--- src/rtl/irq_agg_pkg.sv ---
package irq_agg_pkg;
  localparam int PINS_PER_DEV = 4;

  // Rotation routing: pin index plus device number, wrapped to the line count.
  function automatic int unsigned route_line(input int unsigned dev,
                                             input int unsigned pin,
                                             input int unsigned nlines);
    return (dev + pin) % nlines;
  endfunction
endpackage

--- src/rtl/irq_pin_bank.sv ---
module irq_pin_bank
  import irq_agg_pkg::*;
#(
  parameter int NUM_DEV = 4,
  parameter int DEVW    = 2,
  localparam int NPIN   = NUM_DEV * PINS_PER_DEV
) (
  input  logic                    clk,
  input  logic                    rst,
  input  logic [NPIN-1:0]         pin_we,
  input  logic [NPIN-1:0]         pin_lvl,
  input  logic                    rest_fire,
  input  logic [DEVW-1:0]         rest_dev,
  input  logic [PINS_PER_DEV-1:0] rest_vec,
  output logic [NPIN-1:0]         lvl_q,
  output logic [NPIN-1:0]         rise,
  output logic [NPIN-1:0]         fall
);
  logic [NPIN-1:0] lvl_d;

  for (genvar d = 0; d < NUM_DEV; d++) begin : g_dev
    localparam logic [DEVW-1:0] DID = DEVW'(d);
    logic hit;
    assign hit = rest_fire && (rest_dev == DID);
    for (genvar p = 0; p < PINS_PER_DEV; p++) begin : g_pin
      localparam int IDX = d * PINS_PER_DEV + p;
      always_comb begin
        if (hit)              lvl_d[IDX] = rest_vec[p];
        else if (pin_we[IDX]) lvl_d[IDX] = pin_lvl[IDX];
        else                  lvl_d[IDX] = lvl_q[IDX];
      end
    end
  end

  assign rise = lvl_d & ~lvl_q;
  assign fall = ~lvl_d & lvl_q;

  always_ff @(posedge clk) begin
    if (rst) lvl_q <= '0;
    else     lvl_q <= lvl_d;
  end
endmodule

--- src/rtl/irq_line_counter.sv ---
module irq_line_counter
  import irq_agg_pkg::*;
#(
  parameter int NUM_DEV   = 4,
  parameter int NUM_LINES = 4,
  parameter int LINE      = 0,
  localparam int NPIN     = NUM_DEV * PINS_PER_DEV,
  localparam int CW       = $clog2(NPIN + 1)
) (
  input  logic            clk,
  input  logic            rst,
  input  logic [NPIN-1:0] rise,
  input  logic [NPIN-1:0] fall,
  output logic [CW-1:0]   cnt_q,
  output logic            active,
  output logic            err_q
);
  logic [CW-1:0] n_up, n_dn;
  logic [CW:0]   sum, diff;
  logic          under;

  always_comb begin
    n_up = '0;
    n_dn = '0;
    for (int d = 0; d < NUM_DEV; d++) begin
      for (int p = 0; p < PINS_PER_DEV; p++) begin
        if (route_line(d, p, NUM_LINES) == LINE) begin
          n_up = n_up + CW'(rise[d * PINS_PER_DEV + p]);
          n_dn = n_dn + CW'(fall[d * PINS_PER_DEV + p]);
        end
      end
    end
    sum   = {1'b0, cnt_q} + {1'b0, n_up};
    under = {1'b0, n_dn} > sum;
    diff  = under ? '0 : (sum - {1'b0, n_dn});
  end

  always_ff @(posedge clk) begin
    if (rst) begin
      cnt_q <= '0;
      err_q <= 1'b0;
    end else begin
      cnt_q <= diff[CW-1:0];
      if (under) err_q <= 1'b1;
    end
  end

  assign active = |cnt_q;
endmodule

--- src/rtl/irq_snap_port.sv ---
module irq_snap_port
  import irq_agg_pkg::*;
#(
  parameter int NUM_DEV = 4,
  parameter int DEVW    = 2,
  localparam int NPIN   = NUM_DEV * PINS_PER_DEV
) (
  input  logic [NPIN-1:0]         lvl_q,
  input  logic [NPIN-1:0]         pin_we,
  input  logic [DEVW-1:0]         snap_dev,
  output logic [PINS_PER_DEV-1:0] snap_vec,
  input  logic                    rest_vld,
  input  logic [DEVW-1:0]         rest_dev,
  output logic                    rest_rdy,
  output logic                    rest_fire
);
  always_comb begin
    snap_vec = '0;
    rest_rdy = 1'b1;
    for (int d = 0; d < NUM_DEV; d++) begin
      if (snap_dev == DEVW'(d))
        snap_vec = lvl_q[d * PINS_PER_DEV +: PINS_PER_DEV];
      if (rest_dev == DEVW'(d) && |pin_we[d * PINS_PER_DEV +: PINS_PER_DEV])
        rest_rdy = 1'b0;
    end
  end

  assign rest_fire = rest_vld && rest_rdy;
endmodule

--- src/rtl/irq_line_agg.sv ---
module irq_line_agg
  import irq_agg_pkg::*;
#(
  parameter int NUM_DEV   = 4,
  parameter int NUM_LINES = 4,
  localparam int NPIN     = NUM_DEV * PINS_PER_DEV,
  localparam int DEVW     = (NUM_DEV > 1) ? $clog2(NUM_DEV) : 1,
  localparam int CW       = $clog2(NPIN + 1)
) (
  input  logic                    clk,
  input  logic                    rst,
  input  logic [NPIN-1:0]         pin_we,
  input  logic [NPIN-1:0]         pin_lvl,
  input  logic [DEVW-1:0]         snap_dev,
  output logic [PINS_PER_DEV-1:0] snap_vec,
  input  logic                    rst_vld,
  output logic                    rst_rdy,
  input  logic [DEVW-1:0]         rst_dev,
  input  logic [PINS_PER_DEV-1:0] rst_vec,
  output logic [NUM_LINES-1:0]    line_out,
  output logic                    err_flag
);
  logic [NPIN-1:0]      lvl_q, rise, fall;
  logic                 rest_fire;
  logic [NUM_LINES-1:0] line_err;

  irq_snap_port #(.NUM_DEV(NUM_DEV), .DEVW(DEVW)) u_port (
    .lvl_q     (lvl_q),
    .pin_we    (pin_we),
    .snap_dev  (snap_dev),
    .snap_vec  (snap_vec),
    .rest_vld  (rst_vld),
    .rest_dev  (rst_dev),
    .rest_rdy  (rst_rdy),
    .rest_fire (rest_fire)
  );

  irq_pin_bank #(.NUM_DEV(NUM_DEV), .DEVW(DEVW)) u_bank (
    .clk       (clk),
    .rst       (rst),
    .pin_we    (pin_we),
    .pin_lvl   (pin_lvl),
    .rest_fire (rest_fire),
    .rest_dev  (rst_dev),
    .rest_vec  (rst_vec),
    .lvl_q     (lvl_q),
    .rise      (rise),
    .fall      (fall)
  );

  for (genvar l = 0; l < NUM_LINES; l++) begin : g_line
    logic [CW-1:0] cnt;
    irq_line_counter #(.NUM_DEV(NUM_DEV), .NUM_LINES(NUM_LINES), .LINE(l)) u_cnt (
      .clk    (clk),
      .rst    (rst),
      .rise   (rise),
      .fall   (fall),
      .cnt_q  (cnt),
      .active (line_out[l]),
      .err_q  (line_err[l])
    );
  end

  assign err_flag = |line_err;
endmodule

--- config.mk ---
export PLATFORM = sky130hd
export DESIGN_NAME = irq_line_agg
export DESIGN_NICKNAME = d
export VERILOG_FILES = /design/src/rtl/irq_agg_pkg.sv /design/src/rtl/irq_pin_bank.sv /design/src/rtl/irq_line_counter.sv /design/src/rtl/irq_snap_port.sv /design/src/rtl/irq_line_agg.sv
export SDC_FILE = /design/constraint.sdc
export NUM_CORES = 1
export LEC_CHECK = 0
export ABC_AREA = 1
export BUFFER_PORTS_ARGS = -buffer_cell sky130_fd_sc_hd__buf_4
export CAP_MARGIN = 40
export CORE_ASPECT_RATIO = 0.75
export CORE_MARGIN = 5
export CORE_UTILIZATION = 53
export CTS_CLUSTER_DIAMETER = 120
export DETAILED_ROUTE_END_ITERATION = 7
export GPL_TIMING_DRIVEN = 0
export HOLD_SLACK_MARGIN = 0.15
export PLACE_DENSITY = 0.77
export SLEW_MARGIN = 20
export SYNTH_ARGS = -nofsm -noshare
export SYNTH_HDL_FRONTEND = slang
export SYNTH_SLANG_ARGS = --single-unit
--- constraint.sdc ---
create_clock -name clk -period 5.05 [get_ports clk]
set_input_delay 1.515 -clock clk [delete_from_list [all_inputs] [get_ports clk]]
set_output_delay 1.515 -clock clk [all_outputs]
set_load 0.02 [all_outputs]
; ---- Yosys cells after proc, flatten, opt, wreduce, memory -nomap -nowiden
; Index checks and enable logic that the tools add are counted.
[op_classes]
addsub = 32
multipliers = 0
div = 0
n_lt_le_gt_ge = 4
eq_ne = 6
shifts = 0
mux = 40
n_bitwise = 4
n_reduce_logical = 24
[op_table]
columns = cell, count
row1 = $add 5x1->5, 16
row2 = $mux 1, 36
row3 = $and 16x16->16, 2
row4 = $not 16->16, 2
row5 = $add 5x5->6, 4
row6 = $gt 5x6->1, 4
row7 = $reduce_or 4->1, 5
row8 = $reduce_or 5->1, 4
row9 = $sub 5x5->5, 4
row10 = $add 1x1->2, 8
row11 = $mux 4, 4
row12 = $logic_and 1x1->1, 9
row13 = $eq 2x2->1 const B, 4
row14 = $reduce_or 2->1, 4
row15 = $eq 2x1->1 const B, 2
row16 = $logic_not 2->1, 2
[word_totals]
regBits = 40
latchBits = 0
ramBits = 0
mem_bits_ro = 0
in_bits = 43
out_inout_bits = 10
elab_cells = 119
memories = 0

; ---- Longest topological paths before layout
; Gate-level depths: netlist of the first run.
[logic_depth]
depth_word = 16
mapped_depth = 23
ltp_nobuf = 23

; ---- Modules after synthesis
; A second synthesis of the first run with hierarchy kept.
[unflattened]
hier_cells = 710
area_unflattened_um2 = 4479.3
[modules_own_cells]
columns = mod, n_inst, cells_per_inst, area_per_inst_um2, seq_area_each_um2
row1 = irq_pin_bank, 1, 309, 1567.8, 320.3
row2 = irq_line_counter (g_line[2].u_cnt ...), 2, 87, 656.9, 120.1
row3 = irq_line_counter (g_line[0].u_cnt), 1, 87, 681.9, 120.1
row4 = irq_line_counter (g_line[1].u_cnt), 1, 87, 673.1, 120.1
row5 = irq_snap_port, 1, 50, 231.5, 0.0
row6 = irq_line_agg, 1, 3, 11.3, 0.0

; ---- Least setup slack after synthesis of the first run
; No wires, ideal clock.
[synth_path]
kind = input to register
start = input port rst_dev[1]
end = register g_line[1].u_cnt.cnt_q[3]
setup_ns = 0.117
t_arrival_ns = 4.965
required_ns = 4.933
setup_slack_ns = -0.032
path_stages = 22
cell_sequence = inv_1 -> nor2_2 -> nand2_1 -> nand2_1 -> nor2_4 -> nand3_1 -> nand2_1 -> nand2_1 -> nor2_1 -> ha_1 -> fa_1 -> ha_1 -> fa_1 -> xor2_1 -> inv_1 -> ha_1 -> nand2_1 -> inv_1 -> a22oi_1 -> nand3_1 -> nand2_1 -> nor2_1
[synth_between]
elab_chain_len = 16
[synth_rtl]
columns = item, line
row1 = start: declaration, irq_line_agg.sv:18  ; input logic [DEVW-1:0] rst_dev,
row2 = $logic_not 2->1, "irq_pin_bank.sv:24, irq_snap_port.sv:23"
row3 = $logic_and 1x1->1, irq_snap_port.sv:23  ; if (rest_dev == DEVW'(d) && |pin_we[d * PINS_PER_DEV +: PINS_PER_DEV])
row4 = $mux 1 (4 in series), irq_snap_port.sv:23
row5 = $logic_and 1x1->1, irq_snap_port.sv:28  ; assign rest_fire = rest_vld && rest_rdy;
row6 = $logic_and 1x1->1, irq_pin_bank.sv:24  ; assign hit = rest_fire && (rest_dev == DID);
row7 = $mux 1, irq_pin_bank.sv:28  ; if (hit) lvl_d[IDX] = rest_vec[p];
row8 = $and 16x16->16 or $not 16->16 (tied branches), "irq_pin_bank.sv:35, irq_pin_bank.sv:36"
row9 = $add 1x1->2 or $and 16x16->16 (tied branches), "irq_line_counter.sv:28, irq_pin_bank.sv:36"
row10 = $add 5x1->5 or $add 1x1->2 (tied branches), "irq_line_counter.sv:28, irq_line_counter.sv:29"
row11 = "$add 5x1->5, on equally long branches", "irq_line_counter.sv:28, irq_line_counter.sv:29"
row12 = $add 5x5->6 or $add 5x1->5 (tied branches), "irq_line_counter.sv:33, irq_line_counter.sv:29"
row13 = $gt 5x6->1, irq_line_counter.sv:34  ; under = {1'b0, n_dn} > sum;
row14 = $reduce_or 2->1 (no line), n/a
row15 = end signal: assignment, irq_line_counter.sv:43  ; cnt_q <= diff[CW-1:0];
row16 = end: declaration, irq_line_counter.sv:14  ; output logic [CW-1:0] cnt_q,
; Several ways; a longest one is shown, not always the timed one.
; A chain may end at the register's enable or synchronous reset.

; ---- Worst setup path in the final report of the first run
[layout_path]
start = input port pin_we[12]
end = register g_line[0].u_cnt.cnt_q[1]
[layout_between]
elab_chain_len = 13
[layout_rtl]
columns = item, line
row1 = start: declaration, irq_line_agg.sv:12  ; input logic [NPIN-1:0] pin_we,
row2 = $reduce_or 4->1 *, irq_snap_port.sv:23
row3 = $logic_and 1x1->1 *, irq_snap_port.sv:23
row4 = $mux 1 *, irq_snap_port.sv:23
row5 = $logic_and 1x1->1 *, irq_snap_port.sv:28
row6 = $logic_and 1x1->1, irq_pin_bank.sv:24
row7 = $mux 1, irq_pin_bank.sv:28
row8 = $and 16x16->16 or $not 16->16 (tied branches), "irq_pin_bank.sv:35, irq_pin_bank.sv:36"
row9 = $add 1x1->2 or $and 16x16->16 (tied branches), "irq_line_counter.sv:28, irq_pin_bank.sv:36"
row10 = $add 5x1->5 or $add 1x1->2 (tied branches), "irq_line_counter.sv:28, irq_line_counter.sv:29"
row11 = "$add 5x1->5, on equally long branches", "irq_line_counter.sv:28, irq_line_counter.sv:29"
row12 = $add 5x5->6 or $add 5x1->5 (tied branches), "irq_line_counter.sv:33, irq_line_counter.sv:29"
row13 = $gt 5x6->1, irq_line_counter.sv:34
row14 = $reduce_or 2->1 (no line), n/a
row15 = end signal: assignment, irq_line_counter.sv:43
row16 = end: declaration, irq_line_counter.sv:14
; Mark *: on every way between the ends. The rest lies on a longest branch, timed or not.

==> flow_summary.toml, run 1 <==
[pwr]
p_leak_nw = 2.80
peakVddDrop_v = 0.000350
p_per_area_nw_per_um2 = 440

[setup_path]
crit_buf_inv = 5
crit_top_cell = "nand2_4"
cp.required_ns = 5.26
setup.worst_path.end_class = "flop"
start_kind = "input port"
slowest_delay_ns = 0.58
path_delay_family = "simple AND/OR/NAND/NOR gates"
worstPathArrival_ns = 5.44
cp_cell_sequence = "buf_8 > nor2_4 > nand2_2 > nand2_4 > nand2_4 > nor2_4 > buf_4 > buf_4 > nand3_4 > nand2_1 > nand2_1 > nor2_1 > fa_2 > ha_4 > fa_2 > inv_4 > ha_4 > inv_2 > o21bai_1 > a21oi_2 > nor2_2 > nand3_2 > nand2_4 > nor2_2"
slowest_stage = "fa_2"
critPathMaxFanout = 8
worstSetupPathType = "in -> reg"

[detailed_routing]
first_pass_iters = 8
dr_total_vias = 4715
ant_nets = 0
drc_errors = 124
wirelength_mm = 13.8
vias_per_cell = 5.72
wl_per_cell_um = 16.7
drtIter0Drc = 825

[final_layout]
final_common_cell = "nand2_1"
layout.nets = 833
syn2layout_area_growth_pct = 40.7
num-fill-cells = 497
diodes = 0
finish.utilization_pct = 76.2
stdcell_count = 824
drive_gt1_share_pct = 31.1
final_cell_mix = "137 x nand2_1, 100 x inv_1, 95 x buf_4"

[clocking]
clock-sinks = 40
tritoncts = "built"
cts_htree_levels = 2
clk_path_buf_depth = 2
postCtsHoldBufs = 0
cts_root_buffer = "clkbuf_8"
clk_pin_slew_ns = 0.09
worstSkewPairLatency_ns = 0.31
cts_buffers = 5

[synthesis]
async_flop_share_pct = 0
syn_avg_cell_area_um2 = 6.50
synthCells = 610
synth_top_flop_cell = "dfxtp_1"
synth-warning-count = 0
synth_cell_types = 24
syn_area_um2 = 3970
synth_edf_count = 0
ys_ff_latch = 40
yosysSeqAreaShare_pct = 20.2
synth_fp_nets = 721

[sta]
fin_crit_sh_pct = 104
skew_ns = 0.0141
finalCriticalPeriod_ns = 5.23
hold_viol = 0
rsz0062_at_grt = "true"
slew_headroom_pct = 55.2
timing.final.ws_setup_ns = -0.183
timing.fmax_mhz = 191
setup_violations = 19
maxSlewViolCount = 0
worstMarginPinSlew_ns = 0.672

[global_routing]
first_global_vias = 4245
grt_pass1_wl_mm = 19.7
grt.overflow.total = 0
antenna_found_initial = 0
grt_usage_pct = 26.2
grt_start_max_net_pins = 12

[floorplan]
ios = 53
dieArea_um2 = 9330
start_util_pct = 54.1
die_h_um = 84.9
fp-row-count = 27
coreArea_um2 = 7330
die_w_um = 110

[hold_path]
hp-class = "reg -> reg"

[placement]
portBuffers = 51
gp_congestion = 1.03
place_inst = 762
hpwl_mm = 8.64

[flow_run]
maxCapViolations = 0

[status]
run_status = "complete, but fails checks"
violations = "DRC, setup timing"
-- report_power, final --
| part | leakage (nW) | internal (mW) | switching (mW) |
|---|---|---|---|
| Sequential | 0.330 | 0.396 | 0.0625 |
| Clock | 0.0455 | 0.112 | 0.129 |
| Combinational | 2.42 | 0.800 | 0.958 |
| Total | 2.80 | 1.31 | 1.15 |
-- state kept, by name, indices dropped and copies added (netlist names) --
register,flops
g_line.u_cnt.cnt_q,20
u_bank.lvl_q,16
g_line.u_cnt.err_q,4
-- per-layer routing --
metal	GRT usage, %	up-vias	part of all wire (%)	wire length (µm)
met5	0	-	0	0
met4	8.49	0	5.8	797
met2	41.1	340	44	6070
met3	5.02	93	11	1520
li1	-	2155	-	-
met1	36.2	2127	39	5400
-- worst min-delay path, delay by kind of cell (launching register included) --
family | cells | cell delay [ns]
AOI/OAI and AO/OA | 1 | 0.06
DFF | 1 | 0.30
buffers and inverters | 1 | 0.06
-- synth_stat cells, drive strengths merged (6+ instances only) --
library cell,instances,area [µm²]
buf,10,63.8
nand2,160,601
inv,109,409
nand3,33,165
fa,16,320
a21oi,20,100
ha,52,651
dfxtp,40,801
xnor2,6,52.6
o21ai,20,100
nor2,88,345
nand4,35,219
-- kinds of logic (layout without fill, tap and decap cells) --
| group | after synthesis | in the layout | synth area share, % |
|---|---|---|---|
| DFF | 40 | 40 | 20.2 |
| AOI/OAI and AO/OA | 47 | 47 | 6.43 |
| and+or+nand+nor | 323 | 323 | 34.5 |
| adders and majority gates | 68 | 68 | 24.5 |
| xor gates and xnor gates | 10 | 10 | 2.21 |
| buffers and inverters | 122 | 235 | 12.2 |
-- cell type report --
cell class              count  area (µm²)  area share (%)
flip-flops and latches     40         801            14.3
repair buffers            106         863            15.5
inverters                 109         417            7.46
well taps                 101         126            2.26
plain buffers              12        72.6            1.30
multi-input cells         448        3210            57.6
clock buffers               8        90.1            1.61
-- path summary, 6_finish.rpt --
| path | start | end | slack (ns) | cells past startpoint |
|---|---|---|---|---|
| worst min register to register | g_line[0].u_cnt.err_q | g_line[0].u_cnt.err_q | 0.46 | 2 |
| worst min-delay path | g_line[0].u_cnt.err_q | g_line[0].u_cnt.err_q | 0.46 | 2 |
| worst max-delay path | pin_we[12] | g_line[0].u_cnt.cnt_q[1] | -0.18 | 24 |
| worst max register to register | u_bank.lvl_q[7] | u_bank.lvl_q[7] | 1.14 | 28 |
-- stage by stage --
| stage | hold WS [ns] | setup slack [ns] | power, mW | setup TNS, ns | instance area [µm²] |
|---|---|---|---|---|---|
| 6_report | 0.463 | -0.183 | 2.46 | -2.13 | 5580 |
| 3_3_place_gp | 0.447 | -0.765 | 1.68 | -15.93 | 4510 |
| 4_1_cts | 0.463 | -0.00231 | 2.13 | -0.00231 | 5080 |
| 3_5_place_dp | 0.452 | -0.838 | 1.73 | -17.34 | 4510 |
| 5_1_grt | 0.484 | -0.293 | 2.66 | -5.40 | 5580 |
| 2_1_floorplan | 0.435 | 0.00741 | 1.40 | 0 | 4000 |
-- repair_timing --
item / 4_1_cts / 5_1_grt
gates resized for setup: 43 / 101
pin swaps: 21 / 64
cloned: 0 / 0
setup endpoints to repair: 24 / 25
buffers inserted: 38 / 18
Power figures use the tool's default switching activity.
==> run 2, diff against run 1 <==
--- a/config.mk
+++ b/config.mk
@@ -18,3 +18,3 @@
 export PLACE_DENSITY = 0.77
-export SLEW_MARGIN = 20
+export SLEW_MARGIN = 0
 export SYNTH_ARGS = -nofsm -noshare
==> constraint.sdc (replaced) <==
create_clock -name clk -period 5.05 [get_ports clk]
set_input_delay 0.505 -clock clk [delete_from_list [all_inputs] [get_ports clk]]
set_output_delay 0.505 -clock clk [all_outputs]
set_load 0.02 [all_outputs]
==> flow_summary.toml, run 2 (same netlist as run 1, synthesis figures left out) <==
[final_layout]
final_common_cell = "nand2_1"
multi_input_area_um2 = 2680
largest_reg_flops = 20
syn2layout_area_growth_pct = 15.6
diodes = 0
stdcell_count = 770
num-fill-cells = 697
final_cell_mix = "160 x nand2_1, 108 x inv_1, 84 x nor2_1"
design_area_um2 = 4590
layout.nets = 779
drive_gt1_share_pct = 10.6
area.sequential_um2 = 801
reg.largest.list = "g_line.u_cnt.cnt_q x20, u_bank.lvl_q x16, g_line.u_cnt.err_q x4"
finish.utilization_pct = 62.6
largest-register = "g_line.u_cnt.cnt_q"

[hold_path]
whs_endpoint = "g_line[2].u_cnt.err_q"
hp-start = "g_line[2].u_cnt.err_q"
hold_depth = 2
hp-class = "reg -> reg"

[clocking]
clock-sinks = 40
clk_pin_slew_ns = 0.09
cts_htree_levels = 2
tritoncts = "built"
clk_path_buf_depth = 2
cts_buffers = 5
cts_root_buffer = "clkbuf_8"
postCtsHoldBufs = 0
cts_setup_buffers = 0
worstSkewPairLatency_ns = 0.30
cts_resized = 0

[setup_path]
setup.worst_path.end_class = "flop"
worstPathArrival_ns = 4.85
start_kind = "input port"
r2r_cells = 20
rrSetupSlack_ns = 0.90
worstSetupPathType = "in -> reg"
timing.rr.end = "g_line[1].u_cnt.cnt_q[4]"
cp.required_ns = 5.24
r2r-start = "u_bank.lvl_q[4]"
critPathMaxFanout = 10

[placement]
portBuffers = 51
place_inst = 762
gp_congestion = 1.03
placed_area_um2 = 4480
place_ws_ns = 0.151
hpwl_mm = 8.78

[floorplan]
coreArea_um2 = 7330
die_h_um = 84.9
dieArea_um2 = 9330
start_util_pct = 54.1
ios = 53
fp-row-count = 27
die_w_um = 110

[global_routing]
grt.overflow.total = 0
grt_pass1_wl_mm = 18.1
first_global_vias = 3980
grt_start_max_net_pins = 14
antenna_found_initial = 0
grt_usage_pct = 23.8

[flow_run]
maxCapViolations = 0

[detailed_routing]
wl_per_cell_um = 13.7
first_pass_iters = 5
vias_per_cell = 5.23
drc_errors = 0
ant_nets = 0
wirelength_mm = 10.5
drtIter0Drc = 229
dr_total_vias = 4029

[sta]
tns_ns = 0
skew_ns = 0.0114
hold_viol = 0
setup_violations = 0
rsz0062_at_grt = "false"
worst_hold_slack_ns = 0.468
finalCriticalPeriod_ns = 4.65
worstMarginPinSlew_ns = 0.515
timing.fmax_mhz = 215
slew_headroom_pct = 65.7
fin_crit_sh_pct = 92.2
timing.final.ws_setup_ns = 0.395
maxSlewViolCount = 0

[pwr]
peakVddDrop_v = 0.000296
p_leak_nw = 2.53
p_per_area_nw_per_um2 = 440
power_mw = 2.02

[status]
run_status = "finished, final reports clean"
==> run 2: worst max-delay path by stage <==
| stage | cells after the start | startpoint | endpoint |
|---|---|---|---|
| floorplan | 22 | rst_dev[1] | g_line[1].u_cnt.cnt_q[3] |
| global placement | 24 | pin_we[13] | g_line[1].u_cnt.cnt_q[4] |
| detailed placement | 24 | pin_we[13] | g_line[1].u_cnt.cnt_q[4] |
| CTS | 24 | pin_we[13] | g_line[1].u_cnt.cnt_q[4] |
| global route | 24 | pin_we[13] | g_line[1].u_cnt.cnt_q[3] |
| finish | 24 | pin_we[13] | g_line[1].u_cnt.cnt_q[4] |
==> run 2: routing by layer <==
layer	up-vias	track usage (%)	part of all wire, %
met5	-	0	0
li1	2050	-	-
met1	1802	32.6	46
met2	159	38.9	45
met3	18	4.41	7.6
met4	0	4.98	1.8
==> run 2: final cells by class <==
class | instances | area share [%]
multi-input cells | 448 | 58.5
flip-flops and latches | 40 | 17.5
inverters | 109 | 8.92
repair buffers | 51 | 8.34
well taps | 101 | 2.75
plain buffers | 13 | 1.64
clock buffers | 5 | 1.50
clock inverters | 3 | 0.927
==> run 2: worst max-delay path: stages <==
cell and delay [ns]:
buf_4 0.12, nor2_1 0.17, nand2_1 0.07, nand2_1 0.06, nand2_1 0.09, nor2_4 0.21
nand3_1 0.28, nand2_1 0.15, nand2_1 0.10, nor2_1 0.14, ha_1 0.27, fa_1 0.40
ha_1 0.35, fa_1 0.44, xor2_1 0.20, inv_1 0.07, ha_1 0.38, nand2_1 0.09
inv_1 0.07, nand2_1 0.05, a22oi_1 0.20, nand3_1 0.15, nand2_1 0.19, nor2_1 0.07
==> run 2: where the power goes <==
part           total, mW  internal [mW]  switching [mW]  leakage, nW
combinational       1.29          0.545           0.749         2.14
clock              0.274          0.147           0.127       0.0541
sequential         0.449          0.396          0.0528        0.330
